`config.mk`:
```
export PLATFORM = sky130hd
export DESIGN_NAME = dma_seq
export DESIGN_NICKNAME = d
export VERILOG_FILES = /design/src/rtl/dma_seq_pkg.sv /design/src/rtl/dma_seq_addr.sv /design/src/rtl/dma_seq_ctrl.sv /design/src/rtl/dma_seq.sv
export SDC_FILE = /design/constraint.sdc
export NUM_CORES = 1
export LEC_CHECK = 0
export ABC_AREA = 0
export BUFFER_PORTS_ARGS = -buffer_cell sky130_fd_sc_hd__buf_2
export CORE_MARGIN = 1.5
export CORE_UTILIZATION = 51
export CTS_CLUSTER_SIZE = 10
export DETAILED_ROUTE_END_ITERATION = 7
export PLACE_DENSITY = 0.78
export SLEW_MARGIN = 20
export SYNTH_ARGS = -nofsm -noshare
export SYNTH_HDL_FRONTEND = slang
export SYNTH_SLANG_ARGS = --single-unit
```
`constraint.sdc`:
```
create_clock -name clk -period 6.5 [get_ports clk]
set_clock_uncertainty 0.1 [all_clocks]
set_input_delay 1.3 -clock clk [delete_from_list [all_inputs] [get_ports clk]]
set_output_delay 1.3 -clock clk [all_outputs]
set_load 0.01 [all_outputs]
```
`src/rtl/dma_seq_pkg.sv`:
```
package dma_seq_pkg;

  typedef enum logic [1:0] {
    SZ_B8   = 2'd0,
    SZ_B16  = 2'd1,
    SZ_B32  = 2'd2,
    SZ_B128 = 2'd3
  } unit_size_e;

  typedef enum logic [2:0] {
    S_IDLE,
    S_ASK,
    S_READ,
    S_WRITE,
    S_DROP,
    S_DONE
  } seq_state_e;

  // bytes moved per unit
  function automatic logic [4:0] unit_bytes(unit_size_e s);
    case (s)
      SZ_B8:   return 5'd1;
      SZ_B16:  return 5'd2;
      SZ_B32:  return 5'd4;
      default: return 5'd16;
    endcase
  endfunction

  // index of the final 32-bit beat within one direction of a unit
  function automatic logic [1:0] final_beat(unit_size_e s);
    return (s == SZ_B128) ? 2'd3 : 2'd0;
  endfunction

endpackage

```
`src/rtl/dma_seq_addr.sv`:
```
module dma_seq_addr
  import dma_seq_pkg::*;
#(
  parameter int AW = 32,
  parameter int CW = 16
) (
  input  logic          clk,
  input  logic          rst_n,
  input  logic          load,
  input  logic          step,
  input  logic [AW-1:0] src_in,
  input  logic [AW-1:0] dst_in,
  input  logic [CW-1:0] cnt_in,
  input  unit_size_e    size_q,
  input  logic          sel_dst,
  input  logic [1:0]    beat,
  output logic          last_unit,
  output logic [AW-1:0] beat_addr,
  output logic [AW-1:0] src_q,
  output logic [AW-1:0] dst_q
);

  logic [CW-1:0] cnt_q;
  logic [AW-1:0] src_d, dst_d;
  logic [CW-1:0] cnt_d;
  logic [AW-1:0] inc;

  assign inc = {{(AW-5){1'b0}}, unit_bytes(size_q)};

  always_comb begin
    src_d = src_q;
    dst_d = dst_q;
    cnt_d = cnt_q;
    if (load) begin
      src_d = src_in;
      dst_d = dst_in;
      cnt_d = cnt_in;
    end else if (step) begin
      src_d = src_q + inc;
      dst_d = dst_q + inc;
      cnt_d = cnt_q - {{(CW-1){1'b0}}, 1'b1};
    end
  end

  always_ff @(posedge clk or negedge rst_n) begin
    if (!rst_n) begin
      src_q <= '0;
      dst_q <= '0;
      cnt_q <= '0;
    end else if (load || step) begin
      src_q <= src_d;
      dst_q <= dst_d;
      cnt_q <= cnt_d;
    end
  end

  assign last_unit = (cnt_q == {{(CW-1){1'b0}}, 1'b1});
  assign beat_addr = (sel_dst ? dst_q : src_q) + {{(AW-4){1'b0}}, beat, 2'b00};

endmodule

```
`src/rtl/dma_seq_ctrl.sv`:
```
module dma_seq_ctrl
  import dma_seq_pkg::*;
(
  input  logic       clk,
  input  logic       rst_n,
  input  logic       start,
  input  logic       cnt_zero,
  input  logic [1:0] size_in,
  input  logic       burst_in,
  input  logic       ext_in,
  input  logic       ext_req_n,
  input  logic       bus_gnt,
  input  logic       bus_done,
  input  logic       last_unit,
  output logic       load,
  output logic       step,
  output unit_size_e size_q,
  output logic [1:0] beat_q,
  output logic       bus_req,
  output logic       cyc_valid,
  output logic       cyc_write,
  output logic [1:0] cyc_width,
  output logic       xfer_end
);

  seq_state_e st_q, st_d;
  logic [1:0] beat_d;
  logic       burst_q, ext_q;
  logic       trig;
  logic       beat_last;

  assign trig      = !ext_q || !ext_req_n;
  assign beat_last = (beat_q == final_beat(size_q));

  always_comb begin
    st_d   = st_q;
    beat_d = beat_q;
    load   = 1'b0;
    step   = 1'b0;
    case (st_q)
      S_IDLE: begin
        if (start && !cnt_zero) begin
          load = 1'b1;
          st_d = S_ASK;
        end
      end
      S_ASK: begin
        if (trig && bus_gnt) begin
          st_d   = S_READ;
          beat_d = 2'd0;
        end
      end
      S_READ: begin
        if (bus_done) begin
          if (beat_last) begin
            st_d   = S_WRITE;
            beat_d = 2'd0;
          end else begin
            beat_d = beat_q + 2'd1;
          end
        end
      end
      S_WRITE: begin
        if (bus_done) begin
          if (beat_last) begin
            step   = 1'b1;
            beat_d = 2'd0;
            if (last_unit)                         st_d = S_DONE;
            else if (!burst_q || (ext_q && ext_req_n)) st_d = S_DROP;
            else                                   st_d = S_READ;
          end else begin
            beat_d = beat_q + 2'd1;
          end
        end
      end
      S_DROP:  st_d = S_ASK;
      S_DONE:  st_d = S_IDLE;
      default: st_d = S_IDLE;
    endcase
  end

  always_ff @(posedge clk or negedge rst_n) begin
    if (!rst_n) begin
      st_q   <= S_IDLE;
      beat_q <= 2'd0;
    end else begin
      st_q   <= st_d;
      beat_q <= beat_d;
    end
  end

  always_ff @(posedge clk or negedge rst_n) begin
    if (!rst_n) begin
      size_q  <= SZ_B8;
      burst_q <= 1'b0;
      ext_q   <= 1'b0;
    end else if (load) begin
      size_q  <= unit_size_e'(size_in);
      burst_q <= burst_in;
      ext_q   <= ext_in;
    end
  end

  assign cyc_valid = (st_q == S_READ) || (st_q == S_WRITE);
  assign cyc_write = (st_q == S_WRITE);
  assign bus_req   = cyc_valid || ((st_q == S_ASK) && trig);
  assign xfer_end  = (st_q == S_DONE);
  assign cyc_width = (size_q == SZ_B128) ? 2'd2 : size_q;

endmodule

```
`src/rtl/dma_seq.sv`:
```
module dma_seq
  import dma_seq_pkg::*;
#(
  parameter int AW   = 32,
  parameter int CW   = 16,
  parameter int CHAN = 0
) (
  input  logic          clk,
  input  logic          rst_n,
  input  logic          start,
  input  logic [AW-1:0] src_addr,
  input  logic [AW-1:0] dst_addr,
  input  logic [CW-1:0] xfer_count,
  input  logic [1:0]    xfer_size,
  input  logic          burst_mode,
  input  logic          ext_mode,
  input  logic          ext_req_n,
  input  logic          bus_gnt,
  input  logic          bus_done,
  output logic          bus_req,
  output logic          cyc_valid,
  output logic          cyc_write,
  output logic [AW-1:0] cyc_addr,
  output logic [1:0]    cyc_width,
  output logic [AW-1:0] cur_src,
  output logic [AW-1:0] cur_dst,
  output logic          xfer_end
);

  localparam bit LEVEL_OK = (CHAN <= 3);

  logic [1:0] rs_q;
  logic       srst_n;
  logic       ext_eff;
  logic       load, step, last_unit;
  unit_size_e size_q;
  logic [1:0] beat_q;

  // asynchronous assert, synchronous release
  always_ff @(posedge clk or negedge rst_n) begin
    if (!rst_n) rs_q <= 2'b00;
    else        rs_q <= {rs_q[0], 1'b1};
  end
  assign srst_n = rs_q[1];

  generate
    if (LEVEL_OK) begin : g_level
      assign ext_eff = ext_mode;
    end else begin : g_auto_only
      assign ext_eff = 1'b0;
    end
  endgenerate

  dma_seq_ctrl u_ctrl (
    .clk       (clk),
    .rst_n     (srst_n),
    .start     (start),
    .cnt_zero  (xfer_count == '0),
    .size_in   (xfer_size),
    .burst_in  (burst_mode),
    .ext_in    (ext_eff),
    .ext_req_n (ext_req_n),
    .bus_gnt   (bus_gnt),
    .bus_done  (bus_done),
    .last_unit (last_unit),
    .load      (load),
    .step      (step),
    .size_q    (size_q),
    .beat_q    (beat_q),
    .bus_req   (bus_req),
    .cyc_valid (cyc_valid),
    .cyc_write (cyc_write),
    .cyc_width (cyc_width),
    .xfer_end  (xfer_end)
  );

  dma_seq_addr #(.AW(AW), .CW(CW)) u_addr (
    .clk       (clk),
    .rst_n     (srst_n),
    .load      (load),
    .step      (step),
    .src_in    (src_addr),
    .dst_in    (dst_addr),
    .cnt_in    (xfer_count),
    .size_q    (size_q),
    .sel_dst   (cyc_write),
    .beat      (beat_q),
    .last_unit (last_unit),
    .beat_addr (cyc_addr),
    .src_q     (cur_src),
    .dst_q     (cur_dst)
  );

endmodule

```
**After elaboration in Yosys (flattened, before gate mapping)**

Index checks and enable logic that the tools add are counted.

- $add $sub $neg: 5
- Reduce and logical (&&, ||, !) cells: 22
- Eq/ne operators: 17
- Multiplexer cells: 28

Operator list:

| operator | number |
|---|---|
| $mux 32 | 5 |
| $add 32x5->32 | 2 |
| $add 32x4->32 | 1 |
| $mux 16 | 2 |
| $mux 3 | 8 |
| $eq 16x1->1 const B | 1 |
| $logic_not 16->1 | 1 |
| $sub 16x1->16 const B | 1 |
| $pmux 3 s5 | 1 |
| $pmux 5 s3 | 1 |
| $mux 2 | 5 |
| $ne 2x1->1 const B | 5 |
| $eq 3x2->1 const B | 2 |
| $eq 3x3->1 const B | 2 |
| $reduce_and 6->1 | 1 |
| $logic_or 1x1->1 | 5 |
| $mux 1 | 5 |
| $eq 2x2->1 const B | 2 |
| $logic_and 1x1->1 | 4 |
| $logic_not 1->1 | 4 |
| $ne 2x2->1 const B | 2 |
| $pmux 2 s2 | 1 |
| $reduce_bool 2->1 | 2 |
| $eq 3x1->1 const B | 1 |
| other kinds (8) | 8 |

- Input port bits: 90
- Word-level logic and storage cells: 81
- Register bits after elaboration: 91

**Depth between registers and ports, before layout**

Gate-level depths: netlist (run 1).

- Depth after elaboration: 8
- Mapped depth: 14
- Depth with buffers taken out: 10

**By module**

From an unflattened synthesis (run 1), not the netlist that was laid out.

- Cell total of the unflattened synthesis: 771
- Area total of the unflattened synthesis: 6721.4 sq um

By module, submodules not included:

| module | area each (sq um) | instances | cells each |
|---|---|---|---|
| dma_seq_addr | 6062.1 | 1 | 704 |
| dma_seq_ctrl | 571.8 | 1 | 59 |
| dma_seq | 87.6 | 1 | 8 |

**Least setup slack after synthesis (run 1)**

No wires, ideal clock.

- Path type: register to output
- Start: register u_ctrl.st_q[0]
- End: output cyc_addr[19]
- Path slack: 2077 ps
- Stages on the path, launching flop included: 15
- Data required time: 5100 ps
- Path buffers: 5
- Data arrival time: 3023 ps
- Cells stage by stage: dfrtp_1 > buf_2 > nand3b_1 > buf_2 > buf_2 > buf_1 > nand2_1 > nand2_1 > ha_1 > a21o_1 > nand2_1 > clkbuf_1 > nor3_1 > xnor2_1 > mux2i_1

- Word-level cells in the longest chain between the ends: 3

Ends and longest elaborated chain:

| item | line | RTL |
|---|---|---|
| start, declared | dma_seq_ctrl.sv:26 | `seq_state_e st_q, st_d;` |
| start signal, assigned | dma_seq_ctrl.sv:87 | `st_q <= st_d;` |
| $eq 3x2->1 | dma_seq_ctrl.sv:105 | `assign cyc_write = (st_q == S_WRITE);` |
| $mux 32 | dma_seq_addr.sv:58 | `assign beat_addr = (sel_dst ? dst_q : src_q) + {{(AW-4){1'b0}}, beat, 2'b00};` |
| $add 32x4->32 | dma_seq_addr.sv:58 |  |
| end, declared | dma_seq.sv:23 | `output logic [AW-1:0] cyc_addr,` |

Every way passes these cells.

**Final worst setup path (run 1)**

- Start: register u_ctrl.st_q[2]
- End: output cyc_addr[28]

The elaborated chain is that of the path after synthesis.

==> results of run 1 <==
## cell usage after synthesis, drive strengths merged (20+ instances only)
cell    count
a21oi      20
buf        22
clkbuf     37
dfrtp      91
mux2i      26
nand2     160
nand3      56
nor2       33
nor3       28
nor4       20
o21ai      69
xnor2      43
xor2       29
## flip-flops by register name (all words and copies together), names as in the netlist
signal and flops:
rs_q 2, u_addr.cnt_q 16, u_addr.dst_q 32, u_addr.src_q 32, u_ctrl.beat_q 2, u_ctrl.burst_q 1, u_ctrl.ext_q 1, u_ctrl.size_q 2
u_ctrl.st_q 3
## area by class of cell
type                            instances  area share
Inverter                               13     0.00603
Timing Repair Buffer                  200       0.127
Tap cell                              176      0.0272
Multi-Input combinational cell        688       0.525
Sequential cell                        91       0.282
Clock buffer                           11      0.0288
Antenna cell                            2    0.000619
Clock inverter                          5     0.00371
## cells by family (layout without fill, tap and decap cells)
family / after synthesis / in the layout / synth area share
AND/OR/NAND/NOR: 385 / 385 / 0.281
AO/OA/AOI/OAI: 192 / 192 / 0.188
flip-flops: 91 / 91 / 0.335
XOR/XNOR: 72 / 72 / 0.0927
buffers and inverters: 72 / 229 / 0.0427
multiplexers: 27 / 27 / 0.0399
adder cells (fa/ha/maj): 11 / 11 / 0.0213
other: 1 / 3 / 0.000551
## stage by stage
| stage | setup WS, ns | std cells |
|---|---|---|
| after floorplan | 2.08 | 851 |
| after global placement | 2.13 | 1168 |
| after detailed placement | 2.04 | 1168 |
| after CTS | 1.65 | 1184 |
| after global routing | 1.39 | 1184 |
| final | 1.58 | 1186 |
## layer usage
layer / up-vias / part of all wire / GRT usage
met5: - / 0 / 0
met4: 0 / 0.023 / 0.102
met3: 35 / 0.078 / 0.0550
met2: 332 / 0.46 / 0.465
met1: 3381 / 0.44 / 0.417
li1: 3419 / - / -
## final timing paths
check / startpoint / to / slack, ns / depth (start not counted)
worst max-delay path: u_ctrl.st_q[2] / cyc_addr[28] / 1.58 / 11
worst min-delay path: rs_q[1] / u_addr.src_q[17] / 0.15 / 0
worst max register to register: u_addr.dst_q[5] / u_addr.dst_q[31] / 3.29 / 6
worst min register to register: rs_q[1] / u_addr.src_q[17] / 0.15 / 0
max in group asynchronous: rs_q[1] / u_addr.dst_q[29] / 4.98 / 1
min in group clk: rs_q[0] / rs_q[1] / 0.25 / 0
## power by group through the flow
| stage | sequential [µW] | clock [µW] | combinational [µW] |
|---|---|---|---|
| after floorplan | 1170 | 0 | 1300 |
| after detailed placement | 1270 | 0 | 1910 |
| after CTS | 1260 | 490 | 1920 |
| after global placement | 1260 | 0 | 1880 |
| after global routing | 1320 | 518 | 2110 |
| final | 1280 | 489 | 1930 |
==> summary.txt, run 1 <==
Run status
  – Status: finished clean

Routing
  – DRC: 0
  – Post-route ant nets: 0
  – DR pass1 iterations: 5
  – Via count: 7167
  – Starting DRC count in detailed routing: 734
  – Avg Vias per Cell: 6.04
  – Routed WL: 21100 µm
  – WL per Instance: 17.8 µm

Cells and area
  – Post-route cell area: 8090 µm²
  – Share of cells above drive strength 1: 0.233
  – Util after Layout: 0.616
  – P&R area growth vs syn: 18.8%
  – Area occupied by multi-input gates: 4250 µm²
  – FF/Latch Area: 2280 µm²
  – FILL cells: 1209
  – Commonest non-fill, non-tap cell in the layout: buf_2
  – Most frequent cells in the layout: 191 x buf_2, 160 x nand2_1, 90 x dfrtp_1
  – NumNets Final: 1104

Floorplan
  – Row Count: 42
  – Die width: 119 µm
  – Die footprint: 14000 µm²
  – I/O pin total: 192
  – Core area: 13100 µm²
  – Initial Util: 0.518
  – Die Y: 119 µm

Synth
  – Syn. warnings: 0
  – EDFF count, synth: 0
  – Synth top area cells: dfrtp_1 33%, nand2_1 8.8%, xnor2_1 5.5%
  – Synth Net Count: 952
  – Register area share after synthesis: 0.335
  – FF+latch count, synth: 91
  – Main flop type after synthesis: dfrtp_1
  – Share of synthesized registers carrying an async set or reset: 1.00
  – Cell taking the most area after synthesis: dfrtp_1
  – Post-synth top area share: 0.335
  – Post-Synthesis Cells: 851
  – Synthesized cell area: 6810 µm²
  – Mean Syn Cell Area: 8.00 µm²
  – Post-synth cell types: 71

STA
  – Hold WS: 0.148 ns
  – Unrepaired setup endpoints after global routing: false
  – Setup TNS: 0 ns
  – Slew margin rel.: 0.304
  – Period utilization: 0.756
  – Final Hold Vio Count: 0
  – Minimum clock period: 4.92 ns
  – Final Max Tran Viols: 0
  – F_max: 203 MHz
  – Finish-stage setup viols: 0
  – Worst-Margin Slew: 1.04 ns

Clock tree
  – Clock Tree Buf Depth: 2
  – CTS tree: built
  – Clock slew at reported path FFs: 0.06 ns
  – CTS Sinks: 91
  – Hold bufs inserted after CTS: 0
  – Post-CTS Setup Inserts: 0
  – H-tree depth reported by CTS: 3
  – CTS root buffer: clkbuf_16
  – CTS Buf Count: 9
  – Worst-skew pair later-pin latency: 0.35 ns
  – Post-cts sizing count: 0

Critical path
  – Startpoint Class: register
  – Crit. End Element: output port
  – Most used cell, CP: nand2_1
  – Max stage delay on crit path: 0.47 ns
  – Top delay family on crit path: adder cells
  – CP Cell Sequence: nand3b_1, buf_4, nand2_1, nand2_1, ha_1, fa_1, o21ai_1, nor4_1, xnor2_1, mux2i_1, buf_2
  – Data required, critical path: 5.10 ns
  – CP max-delay cell: dfrtp_1
  – CP arrival: 3.52 ns
  – Kind of critical path: register to output port
  – Critical path buffers and inverters: 2
  – CP max FO: 40

GRT
  – Initial antenna violation count: 2
  – Pin count of the biggest net entering global routing: 108
  – Vias in the first global route: 6490
  – GRT Residual Overflow: 0
  – Total Routing Usage GR: 0.298
  – First-pass GRT wire length: 33600 µm

Power
  – Pint: 1880 µW
  – Reg power frac: 0.346
  – Worst vdd ir: 225 µV
  – Net load switching power: 1820 µW
  – Net Sw Frac: 0.491
  – Leakage: 0.00355 µW
  – Logic pwr share: 0.522
  – Power per Cell Area: 457 nW/µm²
  – Power Total: 3700 µW
  – Clock Power Share: 0.132

Placed design
  – Placed inst area: 7820 µm²
  – GPL Wtd Cong: 0.880
  – Post-DP HPWL: 15300 µm
  – Buffers on Ports: 191

Run
  – MaxCap Viol Count: 0

Worst hold path
  – Hold Path Class: register to asynchronous set/reset pin
(Power assumes the default switching activity.)
==> run 2, diff against run 1 <==
==> constraint.sdc (replaced) <==
create_clock -name clk -period 4.63 [get_ports clk]
set_clock_uncertainty 0.1 [all_clocks]
set_input_delay 0.926 -clock clk [delete_from_list [all_inputs] [get_ports clk]]
set_output_delay 0.926 -clock clk [all_outputs]
set_load 0.01 [all_outputs]
==> run 2 against run 1 <==
Compared with the run above: sequential power is 40% higher; power rose by 42%; die area did not move; register-to-register slack worse by 1.8 ns; critical path depth unchanged; clock power rose by 55%; count of clock-buffer cells in the layout is 1 lower; setup slack worse by 1.3 ns; cell count barely moved; largest cell class unchanged.
==> summary.txt, run 2 (synthesized netlist as in run 1, its figures left out) <==
Power
  – Reg power frac: 0.342
  – Power Total: 5240 µW
  – Logic pwr share: 0.513
  – Clock Power Share: 0.144
  – Worst vdd ir: 393 µV
  – Net load switching power: 2540 µW
  – Net Sw Frac: 0.484
  – Leakage: 0.00357 µW
  – Power per Cell Area: 645 nW/µm²
  – Pint: 2700 µW

Floorplan
  – Row Count: 42
  – Die footprint: 14000 µm²
  – Die width: 119 µm
  – Initial Util: 0.518
  – Core area: 13100 µm²
  – I/O pin total: 192
  – Die Y: 119 µm

Critical path
  – Worst r2r src: u_addr.dst_q[5]
  – Flop2flop setup slack: 1.47 ns
  – RR Endpoint: u_addr.dst_q[31]
  – Startpoint Class: register
  – CP max-delay cell: dfrtp_1
  – Data required, critical path: 3.60 ns
  – Kind of critical path: register to output port
  – Crit. End Element: output port
  – CP max FO: 16
  – CP arrival: 3.32 ns
  – Reg2reg path depth: 6
  – Most used cell, CP: nand2_1
  – CP Cell Sequence: nand3b_1, inv_2, nand2_1, nand2_1, ha_1, fa_1, o21ai_1, nor4_1, xnor2_1, mux2i_1, buf_2
  – Max stage delay on crit path: 0.54 ns

STA
  – Hold WS: 0.199 ns
  – Setup TNS: 0 ns
  – F_max: 230 MHz
  – Unrepaired setup endpoints after global routing: false
  – Final Max Tran Viols: 0
  – Minimum clock period: 4.35 ns
  – Worst-Margin Slew: 0.898 ns
  – Period utilization: 0.939
  – Slew margin rel.: 0.396
  – Final setup margin: 0.284 ns
  – Finish-stage setup viols: 0
  – Final Hold Vio Count: 0

Routing
  – Post-route ant nets: 0
  – WL per Instance: 17.6 µm
  – Via count: 7165
  – Routed WL: 20800 µm
  – Avg Vias per Cell: 6.04
  – DRC: 0
  – DR pass1 iterations: 6
  – Starting DRC count in detailed routing: 914

Clock tree
  – CTS Sinks: 91
  – Post-cts sizing count: 0
  – Post-CTS Setup Inserts: 0
  – Clock Tree Buf Depth: 2
  – H-tree depth reported by CTS: 3
  – CTS Buf Count: 9
  – Clock slew at reported path FFs: 0.07 ns
  – CTS tree: built
  – CTS root buffer: clkbuf_16
  – Hold bufs inserted after CTS: 0
  – Worst-skew pair later-pin latency: 0.35 ns

Run status
  – Status: finished clean

Placed design
  – Buffers on Ports: 191
  – Post-DP HPWL: 15400 µm
  – Worst slack at placement: 0.730 ns
  – GPL Wtd Cong: 0.915

Cells and area
  – Commonest non-fill, non-tap cell in the layout: buf_2
  – Most frequent cells in the layout: 191 x buf_2, 160 x nand2_1, 90 x dfrtp_1
  – Util after Layout: 0.619
  – Share of cells above drive strength 1: 0.236
  – Largest regs: u_addr.dst_q x32, u_addr.src_q x32, u_addr.cnt_q x16
  – P&R area growth vs syn: 19.5%
  – NumNets Final: 1106

GRT
  – Pin count of the biggest net entering global routing: 63
  – First-pass GRT wire length: 33600 µm
  – M3 GR Usage: 0.0463
  – Initial antenna violation count: 0
  – Total Routing Usage GR: 0.298
  – Vias in the first global route: 6292
  – GRT Residual Overflow: 0
  – GR peak layer: met2
  – M1 GR Usage: 0.430
  – GR Util met2: 0.463

Worst hold path
  – Hold Path Class: register to asynchronous set/reset pin

Run
  – MaxCap Viol Count: 0
## run 2: changes by cell type in the layout (fill, tap and decap cells not counted)
cell        previous run  this run
inv_6                  0         1
clkinv_2               3         2
bufinv_16              0         1
diode_2                2         1
buf_4                  9        11
clkinvlp_4             2         1
clkinv_4               0         1
clkbuf_1               2         1
## run 2: worst max-delay path: cells and delay by family (launching register included)
family	cells	cell delay, ns
fa+ha+maj	2	0.47
buf+inv	2	0.48
xor+xnor	1	0.11
simple gates	4	0.87
mux	1	0.19
compound gates	1	0.30
flops	1	0.54
## run 2: final cells by class
class / instances / area, µm²
clock inverters: 6 / 65.1
inverters: 13 / 48.8
repair buffers: 202 / 1040
well taps: 176 / 220
fillers: 1212 / 5010
diodes: 1 / 2.50
multi-input cells: 688 / 4250
clock buffers: 10 / 229
flip-flops and latches: 91 / 2280
## run 2: stage by stage
stage,cells,instance area (µm²)
after floorplan,851,6810
after global placement,1170,7840
after detailed placement,1170,7840
after CTS,1186,8130
after global routing,1186,8130
final,1187,8130
## run 2: worst max-delay path by stage
stage | from | to | cells past startpoint
3_5_place_dp | u_ctrl.st_q[2] | cyc_addr[28] | 11
2_1_floorplan | u_ctrl.st_q[0] | cyc_addr[19] | 14
4_1_cts | u_ctrl.st_q[0] | cyc_addr[28] | 11
6_report | u_ctrl.st_q[0] | cyc_addr[28] | 11
5_1_grt | u_ctrl.st_q[0] | cyc_addr[28] | 11
3_3_place_gp | u_ctrl.st_q[2] | cyc_addr[28] | 11
## run 2: routing by layer
layer  vias up  share of wire
met5         -              0
li1       3418              -
met2       333           0.46
met1      3385           0.44
met3        29          0.082
met4         0          0.017
## run 2: power by group through the flow
stage               registers, µW  logic [µW]  clock network [µW]
floorplan                    1640        1820                   0
global placement             1770        2630                   0
detailed placement           1780        2680                   0
CTS                          1770        2690                 762
global route                 1860        2950                 806
finish                       1790        2690                 757
